$ cat src/rtl/pf_pkg.sv
package pf_pkg;

   // Per-instruction stride training progress.
   typedef enum logic [1:0] {
      TR_IDLE   = 2'd0,   // nothing seen yet
      TR_SEEN   = 2'd1,   // one warp address held, no step yet
      TR_ARMED  = 2'd2,   // one step held, waiting for confirmation
      TR_LOCKED = 2'd3    // stride confirmed and frozen
   } train_e;

   function automatic bit is_pow2(input int unsigned v);
      return (v != 0) && ((v & (v - 1)) == 0);
   endfunction

endpackage

$ cat src/rtl/pf_stride_table.sv
module pf_stride_table
   import pf_pkg::*;
#(
   parameter int ADDR_W = 32,
   parameter int PC_W   = 3,
   parameter int CTA_W  = 2,
   parameter int WARP_W = 3
) (
   input  logic              clk,
   input  logic              rst_n,
   input  logic [CTA_W-1:0]  lead_cta,
   input  logic              obs_valid,
   input  logic [PC_W-1:0]   obs_pc,
   input  logic [CTA_W-1:0]  obs_cta,
   input  logic [WARP_W-1:0] obs_warp,
   input  logic [ADDR_W-1:0] obs_addr,
   input  logic              retire_valid,
   input  logic [CTA_W-1:0]  retire_cta,
   input  logic              gen_busy,
   output logic              start,
   output logic [ADDR_W-1:0] start_stride
);

   localparam int NPC   = 1 << PC_W;
   localparam int NSLOT = 1 << CTA_W;

   train_e             st_arr   [NPC];
   logic [ADDR_W-1:0]  strd_arr [NPC];
   logic [NSLOT-1:0]   bv_arr   [NPC];

   logic from_lead;
   logic claim;

   assign from_lead = (obs_cta == lead_cta);
   assign claim     = obs_valid && !from_lead && !bv_arr[obs_pc][obs_cta];

   for (genvar p = 0; p < NPC; p++) begin : g_ent
      train_e            st;
      logic [ADDR_W-1:0] last_a;
      logic [ADDR_W-1:0] step;
      logic [ADDR_W-1:0] strd;
      logic [WARP_W-1:0] last_w;
      logic [NSLOT-1:0]  bv;
      logic              hit;
      logic              nxt_warp;
      logic [ADDR_W-1:0] delta;

      assign hit      = obs_valid && (obs_pc == PC_W'(p));
      assign delta    = obs_addr - last_a;
      assign nxt_warp = ({1'b0, obs_warp} == ({1'b0, last_w} + 1'b1));

      always_ff @(posedge clk) begin
         if (!rst_n) begin
            st     <= TR_IDLE;
            last_a <= '0;
            last_w <= '0;
            step   <= '0;
            strd   <= '0;
            bv     <= '0;
         end else begin
            if (hit && from_lead && st != TR_LOCKED) begin
               last_a <= obs_addr;
               last_w <= obs_warp;
               unique case (st)
                  TR_IDLE: st <= TR_SEEN;
                  TR_SEEN: begin
                     if (nxt_warp) begin
                        step <= delta;
                        st   <= TR_ARMED;
                     end
                  end
                  TR_ARMED: begin
                     if (!nxt_warp) begin
                        st <= TR_SEEN;
                     end else if (delta == step) begin
                        strd <= delta;
                        st   <= TR_LOCKED;
                     end else begin
                        step <= delta;
                     end
                  end
                  default: ;
               endcase
            end
            if (hit && claim)
               bv[obs_cta] <= 1'b1;
            if (retire_valid)
               bv[retire_cta] <= 1'b0;
         end
      end

      assign st_arr[p]   = st;
      assign strd_arr[p] = strd;
      assign bv_arr[p]   = bv;
   end

   assign start        = claim && (st_arr[obs_pc] == TR_LOCKED) && !gen_busy;
   assign start_stride = strd_arr[obs_pc];

endmodule

$ cat src/rtl/pf_burst_gen.sv
module pf_burst_gen #(
   parameter int ADDR_W     = 32,
   parameter int CTA_W      = 2,
   parameter int WARP_W     = 3,
   parameter int LINE_BYTES = 128
) (
   input  logic              clk,
   input  logic              rst_n,
   input  logic              start,
   input  logic [ADDR_W-1:0] start_base,
   input  logic [WARP_W-1:0] start_warp,
   input  logic [CTA_W-1:0]  start_cta,
   input  logic [ADDR_W-1:0] start_stride,
   output logic              busy,
   output logic              push,
   output logic [ADDR_W-1:0] push_addr,
   output logic [CTA_W-1:0]  push_cta,
   output logic [WARP_W-1:0] push_warp
);

   localparam int LINE_LSB = $clog2(LINE_BYTES);
   localparam int NW       = 1 << WARP_W;

   logic [ADDR_W-1:0] base_q;
   logic [ADDR_W-1:0] stride_q;
   logic [WARP_W-1:0] lead_q;
   logic [WARP_W-1:0] warp_q;
   logic [CTA_W-1:0]  cta_q;
   logic [ADDR_W-1:0] wdist;
   logic [ADDR_W-1:0] raw_addr;
   logic              last_warp;

   assign last_warp = (warp_q == WARP_W'(NW - 1));

   always_ff @(posedge clk) begin
      if (!rst_n) begin
         busy     <= 1'b0;
         base_q   <= '0;
         stride_q <= '0;
         lead_q   <= '0;
         warp_q   <= '0;
         cta_q    <= '0;
      end else if (start) begin
         busy     <= 1'b1;
         base_q   <= start_base;
         stride_q <= start_stride;
         lead_q   <= start_warp;
         warp_q   <= '0;
         cta_q    <= start_cta;
      end else if (busy) begin
         warp_q <= warp_q + 1'b1;
         if (last_warp)
            busy <= 1'b0;
      end
   end

   // Warp distance in two's complement, so products wrap modulo 2^ADDR_W.
   assign wdist    = ADDR_W'(warp_q) - ADDR_W'(lead_q);
   assign raw_addr = base_q + wdist * stride_q;

   if (LINE_LSB == 0) begin : g_byte_line
      assign push_addr = raw_addr;
   end else begin : g_wide_line
      assign push_addr = {raw_addr[ADDR_W-1:LINE_LSB], {LINE_LSB{1'b0}}};
   end

   assign push      = busy && (warp_q != lead_q);
   assign push_cta  = cta_q;
   assign push_warp = warp_q;

endmodule

$ cat src/rtl/pf_req_fifo.sv
module pf_req_fifo #(
   parameter int DW    = 37,
   parameter int DEPTH = 4,
   parameter int CNT_W = $clog2(DEPTH + 1)
) (
   input  logic             clk,
   input  logic             rst_n,
   input  logic             push,
   input  logic [DW-1:0]    din,
   input  logic             pop,
   output logic [DW-1:0]    dout,
   output logic [CNT_W-1:0] cnt
);

   localparam int PTR_W = $clog2(DEPTH);

   logic [DW-1:0]    mem [DEPTH];
   logic [PTR_W-1:0] wr_ptr;
   logic [PTR_W-1:0] rd_ptr;
   logic             full;
   logic             empty;
   logic             wr_ok;
   logic             rd_ok;

   assign full  = (cnt == CNT_W'(DEPTH));
   assign empty = (cnt == '0);
   assign wr_ok = push && !full;
   assign rd_ok = pop && !empty;

   always_ff @(posedge clk) begin
      if (!rst_n) begin
         wr_ptr <= '0;
         rd_ptr <= '0;
         cnt    <= '0;
      end else begin
         if (wr_ok) wr_ptr <= wr_ptr + 1'b1;
         if (rd_ok) rd_ptr <= rd_ptr + 1'b1;
         if (wr_ok && !rd_ok)
            cnt <= cnt + 1'b1;
         else if (rd_ok && !wr_ok)
            cnt <= cnt - 1'b1;
      end
   end

   always_ff @(posedge clk) begin
      if (wr_ok)
         mem[wr_ptr] <= din;
   end

   assign dout = mem[rd_ptr];

endmodule

$ cat src/rtl/cta_stride_prefetch.sv
module cta_stride_prefetch
   import pf_pkg::*;
#(
   parameter int ADDR_W     = 32,
   parameter int PC_W       = 3,
   parameter int CTA_W      = 2,
   parameter int WARP_W     = 3,
   parameter int LINE_BYTES = 128,
   parameter int FIFO_DEPTH = 4
) (
   input  logic              clk,
   input  logic              rst_n,
   input  logic [CTA_W-1:0]  lead_cta,
   input  logic              obs_valid,
   input  logic [PC_W-1:0]   obs_pc,
   input  logic [CTA_W-1:0]  obs_cta,
   input  logic [WARP_W-1:0] obs_warp,
   input  logic [ADDR_W-1:0] obs_addr,
   input  logic              retire_valid,
   input  logic [CTA_W-1:0]  retire_cta,
   output logic              pf_valid,
   input  logic              pf_ready,
   output logic [ADDR_W-1:0] pf_addr,
   output logic [CTA_W-1:0]  pf_cta,
   output logic [WARP_W-1:0] pf_warp
);

   localparam int REQ_W = ADDR_W + CTA_W + WARP_W;
   localparam int CNT_W = $clog2(FIFO_DEPTH + 1);

   initial begin
      if (!is_pow2(LINE_BYTES) || $clog2(LINE_BYTES) >= ADDR_W)
         $fatal(1, "LINE_BYTES must be a power of two below the address range");
      if (!is_pow2(FIFO_DEPTH) || FIFO_DEPTH < 2)
         $fatal(1, "FIFO_DEPTH must be a power of two of at least 2");
      if (PC_W < 1 || CTA_W < 1 || WARP_W < 1)
         $fatal(1, "index widths must be at least 1");
   end

   logic              gen_start;
   logic              gen_busy;
   logic [ADDR_W-1:0] gen_stride;
   logic              fifo_push;
   logic [ADDR_W-1:0] push_addr;
   logic [CTA_W-1:0]  push_cta;
   logic [WARP_W-1:0] push_warp;
   logic [REQ_W-1:0]  head;
   logic [CNT_W-1:0]  fifo_cnt;

   pf_stride_table #(
      .ADDR_W (ADDR_W),
      .PC_W   (PC_W),
      .CTA_W  (CTA_W),
      .WARP_W (WARP_W)
   ) u_table (
      .clk          (clk),
      .rst_n        (rst_n),
      .lead_cta     (lead_cta),
      .obs_valid    (obs_valid),
      .obs_pc       (obs_pc),
      .obs_cta      (obs_cta),
      .obs_warp     (obs_warp),
      .obs_addr     (obs_addr),
      .retire_valid (retire_valid),
      .retire_cta   (retire_cta),
      .gen_busy     (gen_busy),
      .start        (gen_start),
      .start_stride (gen_stride)
   );

   pf_burst_gen #(
      .ADDR_W     (ADDR_W),
      .CTA_W      (CTA_W),
      .WARP_W     (WARP_W),
      .LINE_BYTES (LINE_BYTES)
   ) u_gen (
      .clk          (clk),
      .rst_n        (rst_n),
      .start        (gen_start),
      .start_base   (obs_addr),
      .start_warp   (obs_warp),
      .start_cta    (obs_cta),
      .start_stride (gen_stride),
      .busy         (gen_busy),
      .push         (fifo_push),
      .push_addr    (push_addr),
      .push_cta     (push_cta),
      .push_warp    (push_warp)
   );

   pf_req_fifo #(
      .DW    (REQ_W),
      .DEPTH (FIFO_DEPTH),
      .CNT_W (CNT_W)
   ) u_fifo (
      .clk   (clk),
      .rst_n (rst_n),
      .push  (fifo_push),
      .din   ({push_addr, push_cta, push_warp}),
      .pop   (pf_valid && pf_ready),
      .dout  (head),
      .cnt   (fifo_cnt)
   );

   assign pf_valid = (fifo_cnt != '0);
   assign {pf_addr, pf_cta, pf_warp} = head;

endmodule

$ cat config.mk
export PLATFORM = sky130hd
export DESIGN_NAME = cta_stride_prefetch
export DESIGN_NICKNAME = d
export VERILOG_FILES = /design/src/rtl/pf_pkg.sv /design/src/rtl/pf_stride_table.sv /design/src/rtl/pf_burst_gen.sv /design/src/rtl/pf_req_fifo.sv /design/src/rtl/cta_stride_prefetch.sv
export SDC_FILE = /design/constraint.sdc
export NUM_CORES = 2
export LEC_CHECK = 0
export CORE_UTILIZATION = 55
export CTS_CLUSTER_SIZE = 12
export DETAILED_ROUTE_END_ITERATION = 12
export PLACE_DENSITY = 0.79
export SLEW_MARGIN = 5
export SYNTH_ARGS = -nofsm -noshare
export SYNTH_HDL_FRONTEND = slang
export SYNTH_SLANG_ARGS = --single-unit
$ cat constraint.sdc
create_clock -name clk -period 11.55 [get_ports clk]
set_input_delay 1.155 -clock clk [delete_from_list [all_inputs] [get_ports clk]]
set_output_delay 1.155 -clock clk [all_outputs]
set_load 0.01 [all_outputs]
Yosys cells after proc, flatten, opt, wreduce, memory -nomap -nowiden
Memory sizes are Yosys's and may differ from the RTL's. A register that Yosys moved wholly into a read port is not among the register bits.
Cells that the tools add are included.
{"block": "op_classes", "n_addsub": 23, "n_mul": 1, "n_lt_le_gt_ge": 5, "n_eq_ne": 84, "mux": 112, "bitwise_logic": 19, "reduce_logical": 104}
{"cell": "$mux 32", "count": 26}
{"cell": "$pmux 32 s2", "count": 8}
{"cell": "$eq 32x32->1", "count": 8}
{"cell": "$sub 32x32->32", "count": 8}
{"cell": "$mux 4", "count": 26}
{"cell": "$bmux 32 s3", "count": 1}
{"cell": "$reduce_and 4->1", "count": 16}
{"cell": "$mux 2", "count": 28}
{"cell": "$pmux 2 s3", "count": 8}
{"cell": "$logic_and 1x1->1", "count": 44}
{"cell": "$reduce_and 5->1", "count": 8}
{"cell": "$add 3x1->4 const B", "count": 8}
{"cell": "$add 32x32->32", "count": 1}
{"cell": "$and 4x4->4", "count": 8}
{"cell": "$eq 3x4->1", "count": 8}
{"cell": "$mul 32x32->32", "count": 1}
{"cell": "$ne 2x1->1 const B", "count": 16}
{"cell": "$ne 2x2->1 const B", "count": 16}
{"cell": "$or 4x4->4", "count": 8}
{"cell": "$reduce_bool 3->1", "count": 9}
{"cell": "$ne 3x3->1 const B", "count": 8}
{"cell": "$eq 2x2->1 const B", "count": 9}
{"cell": "$eq 3x3->1 const B", "count": 6}
{"cell": "$reduce_bool 2->1", "count": 9}
{"cell": "25 further kinds", "count": 60}
{"block": "totals", "register_bits": 920, "mem_bits_rw": 120, "inputBits": 49, "out_inout_bits": 38, "memories": 1}
{"memory": "u_fifo.mem", "words": 4, "width": 30, "rd": 1, "rd_ports_with_merged_regs": 1, "wr": 1, "line_no": "pf_req_fifo.sv:17", "text": "logic [DW-1:0] mem [DEPTH];"}

Longest topological paths before layout
{"block": "depth", "word_depth": 13, "mapped_depth": 36, "ltp_nobuf": 34}

By module
A second synthesis with hierarchy kept.
{"block": "unflattened", "cells_unflattened": 8811, "area_unflattened_um2": 76454.6}
{"mod": "pf_stride_table", "n_inst": 1, "cells_each": 7214, "area_each_um2": 57325.0, "seq_area_each_um2": 16816.1}
{"mod": "pf_burst_gen", "n_inst": 1, "cells_each": 1356, "area_each_um2": 13232.7, "seq_area_each_um2": 1461.4}
{"mod": "pf_req_fifo", "n_inst": 1, "cells_each": 239, "area_each_um2": 5880.6, "seq_area_each_um2": 4624.4}
{"mod": "cta_stride_prefetch", "n_inst": 1, "cells_each": 2, "area_each_um2": 16.3, "seq_area_each_um2": 0.0}

Worst setup path after synthesis
Ideal clock, no wire load.
{"block": "synth_timing", "kind": "reg-to-reg", "startpoint": "register u_gen.warp_q[1] (netlist: u_gen.push_warp[1])", "endpoint": "memory u_fifo.mem[0][29] (netlist name), data pin", "setup_ps": 274, "t_arrival_ps": 9041, "required_ps": 11276, "slack_ps": 2235, "path_stages_with_launch": 31, "path_buffers": 1, "period_less_slack_ps": 9315, "cell_sequence": "dfxtp_1 ha_1 a21o_1 a21oi_1 clkbuf_1 nand2_1 fa_1 inv_1 fa_1 fa_1 inv_1 fa_1 inv_1 ha_1 ha_1 fa_1 inv_1 fa_1 inv_1 ha_1 or4_1 a2111o_1 o2bb2ai_1 a221o_1 o211a_1 o31a_1 o21ai_0 a21boi_0 o21a_1 nor2_1 xnor2_1"}
{"block": "synth_via", "elab_chain_len": 3}
{"item": "start: declaration", "line_no": "pf_burst_gen.sv:27", "text": "logic [WARP_W-1:0] warp_q;"}
{"item": "start signal: assignment", "line_no": "pf_burst_gen.sv:51", "text": "warp_q <= warp_q + 1'b1;"}
{"item": "$sub 3x3->4", "line_no": "pf_burst_gen.sv:58", "text": "assign wdist = ADDR_W'(warp_q) - ADDR_W'(lead_q);"}
{"item": "$mul 32x32->32", "line_no": "pf_burst_gen.sv:59", "text": "assign raw_addr = base_q + wdist * stride_q;"}
{"item": "$add 32x32->32", "line_no": "pf_burst_gen.sv:59"}
{"item": "via push_addr[31]", "line_no": "cta_stride_prefetch.sv:44", "text": "logic [ADDR_W-1:0] push_addr;"}
{"item": "end: declaration", "line_no": "pf_req_fifo.sv:17"}
The timed path passes the listed nets, and every way through them passes these cells.

Final worst setup path
{"block": "layout_timing", "startpoint": "register u_gen.warp_q[1] (netlist: u_gen.push_warp[1])", "endpoint": "memory u_fifo.mem[3][29] (netlist name), data pin"}
Same word-level chain as after synthesis.

==> results.cfg <==
[timing]
rsz0062_at_grt = false
setup_viol = 0
slew_headroom_pct = 9.943
slew_viol_final = 0
fmax_mhz = 98.94
fin_crit_sh_pct = 87.50
setup_ws_ns = 1.443
period_minus_slack_ns = 10.11
holdWs_ns = 0.4627
skew_ns = 0.04395
fin_tns_setup_ns = 0
timing.final.hold_violations = 0
worst-slew-pin-transition_ns = 1.347

[critical_path]
arrival_ns = 10.58
crit_type = reg -> reg
critPathCaptureType = register
rrSetupSlack_ns = 1.44
cp_max_fo = 26
rr_startpoint = u_gen.push_warp[1]$_SDFFE_PP0P_
crit_top_cell = fa_1
critical_path_required_ns = 12.02
reg2regPathDepth = 30
crit_family = adder cells
r2r_end = u_fifo.mem[3][29]$_DFFE_PP_
cp-start-kind = register
path_buf_inv = 8
slowest_stage = fa_1
slowest_delay_ns = 1.10

[grt]
grt_max_degree = 245
grt_pass1_wl_mm = 361.9
grt_pass1_vias = 60070
grt_antenna_before_repair = 7
grt-ovfl-total = 0
grtUsageTotal_pct = 33.56

[power]
p_leak_uw = 0.03188
p_per_area_mw_per_mm2 = 111.6
ir_drop_mv = 0.1268

[synthesis]
synth.most_common_cell = nand2_1
syn_area_sq_mm = 0.07576
ys_warn_count = 0
synth_top_family_by_area = simple AND/OR/NAND/NOR gates
yosys-top-cells-count = nand2_1, dfxtp_1, inv_1
synthMuxAreaShare_pct = 10.50
synth.ff_latch_count = 1042
ys_top_cells_by_area = dfxtp_1, fa_1, mux2i_1
yosys.area_share.simple_pct = 17.78
synth_ff_type = dfxtp_1
yosysTopAreaCell = dfxtp_1
synth_edf_count = 120
syn_avg_cell_area_sq_um = 8.713
synth_cells = 8695
synth_compound_area_share_pct = 14.57
ys_types = 100
netlist.area_leader.share_pct = 24.36
synthAdderAreaFrac_pct = 14.36
ys_seq_area_share_pct = 29.12
synthXorXnorAreaFrac_pct = 7.001
ys_async_sr_fraction_pct = 0

[run]
drv_cap = 0

[clocking]
clock_path_buffers = 3
post_cts_buffers = 0
cts_tree = done
post_cts_resize_count = 0
cts_buffers = 115
clkSinkCount = 1042
clk_latency_ns = 0.78
hold_buffers = 0
htree_levels = 3
cts_root_buf = clkbuf_16
clk_pin_slew_ns = 0.07

[route]
route.vias.total = 63100
drt_wl_total_mm = 238.6
first_pass_iters = 6
detail-route-antenna-nets = 0
drt_iter0_markers = 6483
post_drt_wl_per_cell_um = 23.05
via_per_inst = 6.096
drc_errors = 0

[floorplanning]
die_w_um = 373.1
rows = 135
ios = 87
start_util_pct = 55.65
placeableCoreArea_sq_mm = 0.1361
die-area_sq_mm = 0.1392
die-height_um = 373.1

[hold_path]
hp-class = reg -> reg
hold_path_end = u_table.g_ent[3].last_a[11]$_SDFFE_PN0P_
hold_depth = 2
hold_start = u_table.g_ent[3].last_a[11]$_SDFFE_PN0P_

[cells_and_area]
final_nets = 9232
synthToLayoutAreaGrowth_pct = 7.700
final_area_sq_mm = 0.08159
nFillCells = 11670
drive_above_1_share_pct = 5.904

[placement]
hpwl_mm = 175.6
placed_area_sq_mm = 0.07766
pre_cts_slack_ns = 1.459
gp_congestion = 0.9824
io_buffers = 79

[run_status]
status = complete, no violations
==> state kept, by name, indices dropped and copies added (netlist names), 3 cells and up, named ones only <==
register,count
u_table.g_ent.last_a,256
u_gen.push_warp,3
u_table.g_ent.bv,32
u_table.g_ent.last_w,24
u_gen.stride_q,32
u_fifo.cnt,3
u_gen.base_q,32
u_table.g_ent.step,256
u_gen.lead_q,3
u_fifo.mem,120
u_table.g_ent.strd,256
u_table.g_ent.st,16
==> tightest hold or removal path: cells and delay by family (launching register included) <==
family / cells / cell delay, ns
flip-flops: 1 / 0.30
AO/OA/AOI/OAI: 1 / 0.06
AND/OR/NAND/NOR: 1 / 0.05
==> power by group <==
group          total [uW]  switching (uW)  leakage [uW]  internal [uW]
Combinational        1510             971        0.0215            537
Sequential           3680            16.2       0.00849           3670
Clock                3910            1650       0.00193           2260
Total                9100            2640        0.0319           6470
==> cell families after synthesis <==
group           after synthesis
compound gates             1600
xor+xnor                    528
fa+ha+maj                   700
buf+inv                    1299
flops                      1042
mux                         664
other cells                   1
simple gates               2861
==> area by class of cell <==
| type | count | area, sq um | share of cell area (%) |
|---|---|---|---|
| inverter | 783 | 2939 | 3.602 |
| clock inverter | 48 | 688.2 | 0.8434 |
| sequential | 1042 | 22060 | 27.04 |
| multi-input combinational | 6360 | 48830 | 59.84 |
| tap | 1781 | 2228 | 2.731 |
| timing repair buffer | 182 | 1599 | 1.960 |
| clock buffer | 155 | 3246 | 3.978 |
| antenna | 1 | 2.502 | 0.003067 |
==> per-layer routing <==
layer | vias to the layer above | GRT usage, % | wire [um]
met3 | 472 | 4.354 | 19360
met2 | 2561 | 52.19 | 105200
met1 | 30790 | 45.70 | 100900
met4 | 4 | 17.32 | 13180
li1 | 29270 | - | -
met5 | - | 0 | 26
==> how the worst max path moves through the flow <==
stage | start | end | slack [ns] | cells after the start
6_report | u_gen.push_warp[1]$_SDFFE_PP0P_ | u_fifo.mem[3][29]$_DFFE_PP_ | 1.44 | 30
3_3_place_gp | u_gen.push_warp[1]$_SDFFE_PP0P_ | u_fifo.mem[2][29]$_DFFE_PP_ | 1.73 | 30
2_1_floorplan | u_gen.push_warp[1]$_SDFFE_PP0P_ | u_fifo.mem[0][29]$_DFFE_PP_ | 2.24 | 30
3_5_place_dp | u_gen.push_warp[1]$_SDFFE_PP0P_ | u_fifo.mem[3][29]$_DFFE_PP_ | 1.46 | 30
5_1_grt | u_gen.push_warp[1]$_SDFFE_PP0P_ | u_fifo.mem[3][29]$_DFFE_PP_ | 0.89 | 30
4_1_cts | u_gen.push_warp[1]$_SDFFE_PP0P_ | u_fifo.mem[3][29]$_DFFE_PP_ | 1.43 | 30
==> layout by cell type (no fill, tap or decap), types with 301 or more instances in the layout <==
cell,netlist,routed
nand2_1,1419,1418
a21oi_1,341,339
inv_1,783,783
nor2b_1,317,317
mux2i_1,546,546
xnor2_1,318,318
nor2_1,325,324
dfxtp_1,922,920
a21boi_0,301,301
ha_1,416,416
==> metrics by stage <==
| step | util, % | cells | total power [uW] |
|---|---|---|---|
| 5_1_grt | 59.93 | 10350 | 9361 |
| 3_5_place_dp | 57.04 | 10150 | 5228 |
| 3_3_place_gp | 57.04 | 10150 | 5211 |
| 6_report | 59.93 | 10350 | 9102 |
| 4_1_cts | 59.93 | 10350 | 9092 |
| 2_1_floorplan | - | 8701 | 4736 |
No activity file was read; power rests on OpenSTA's default activity.
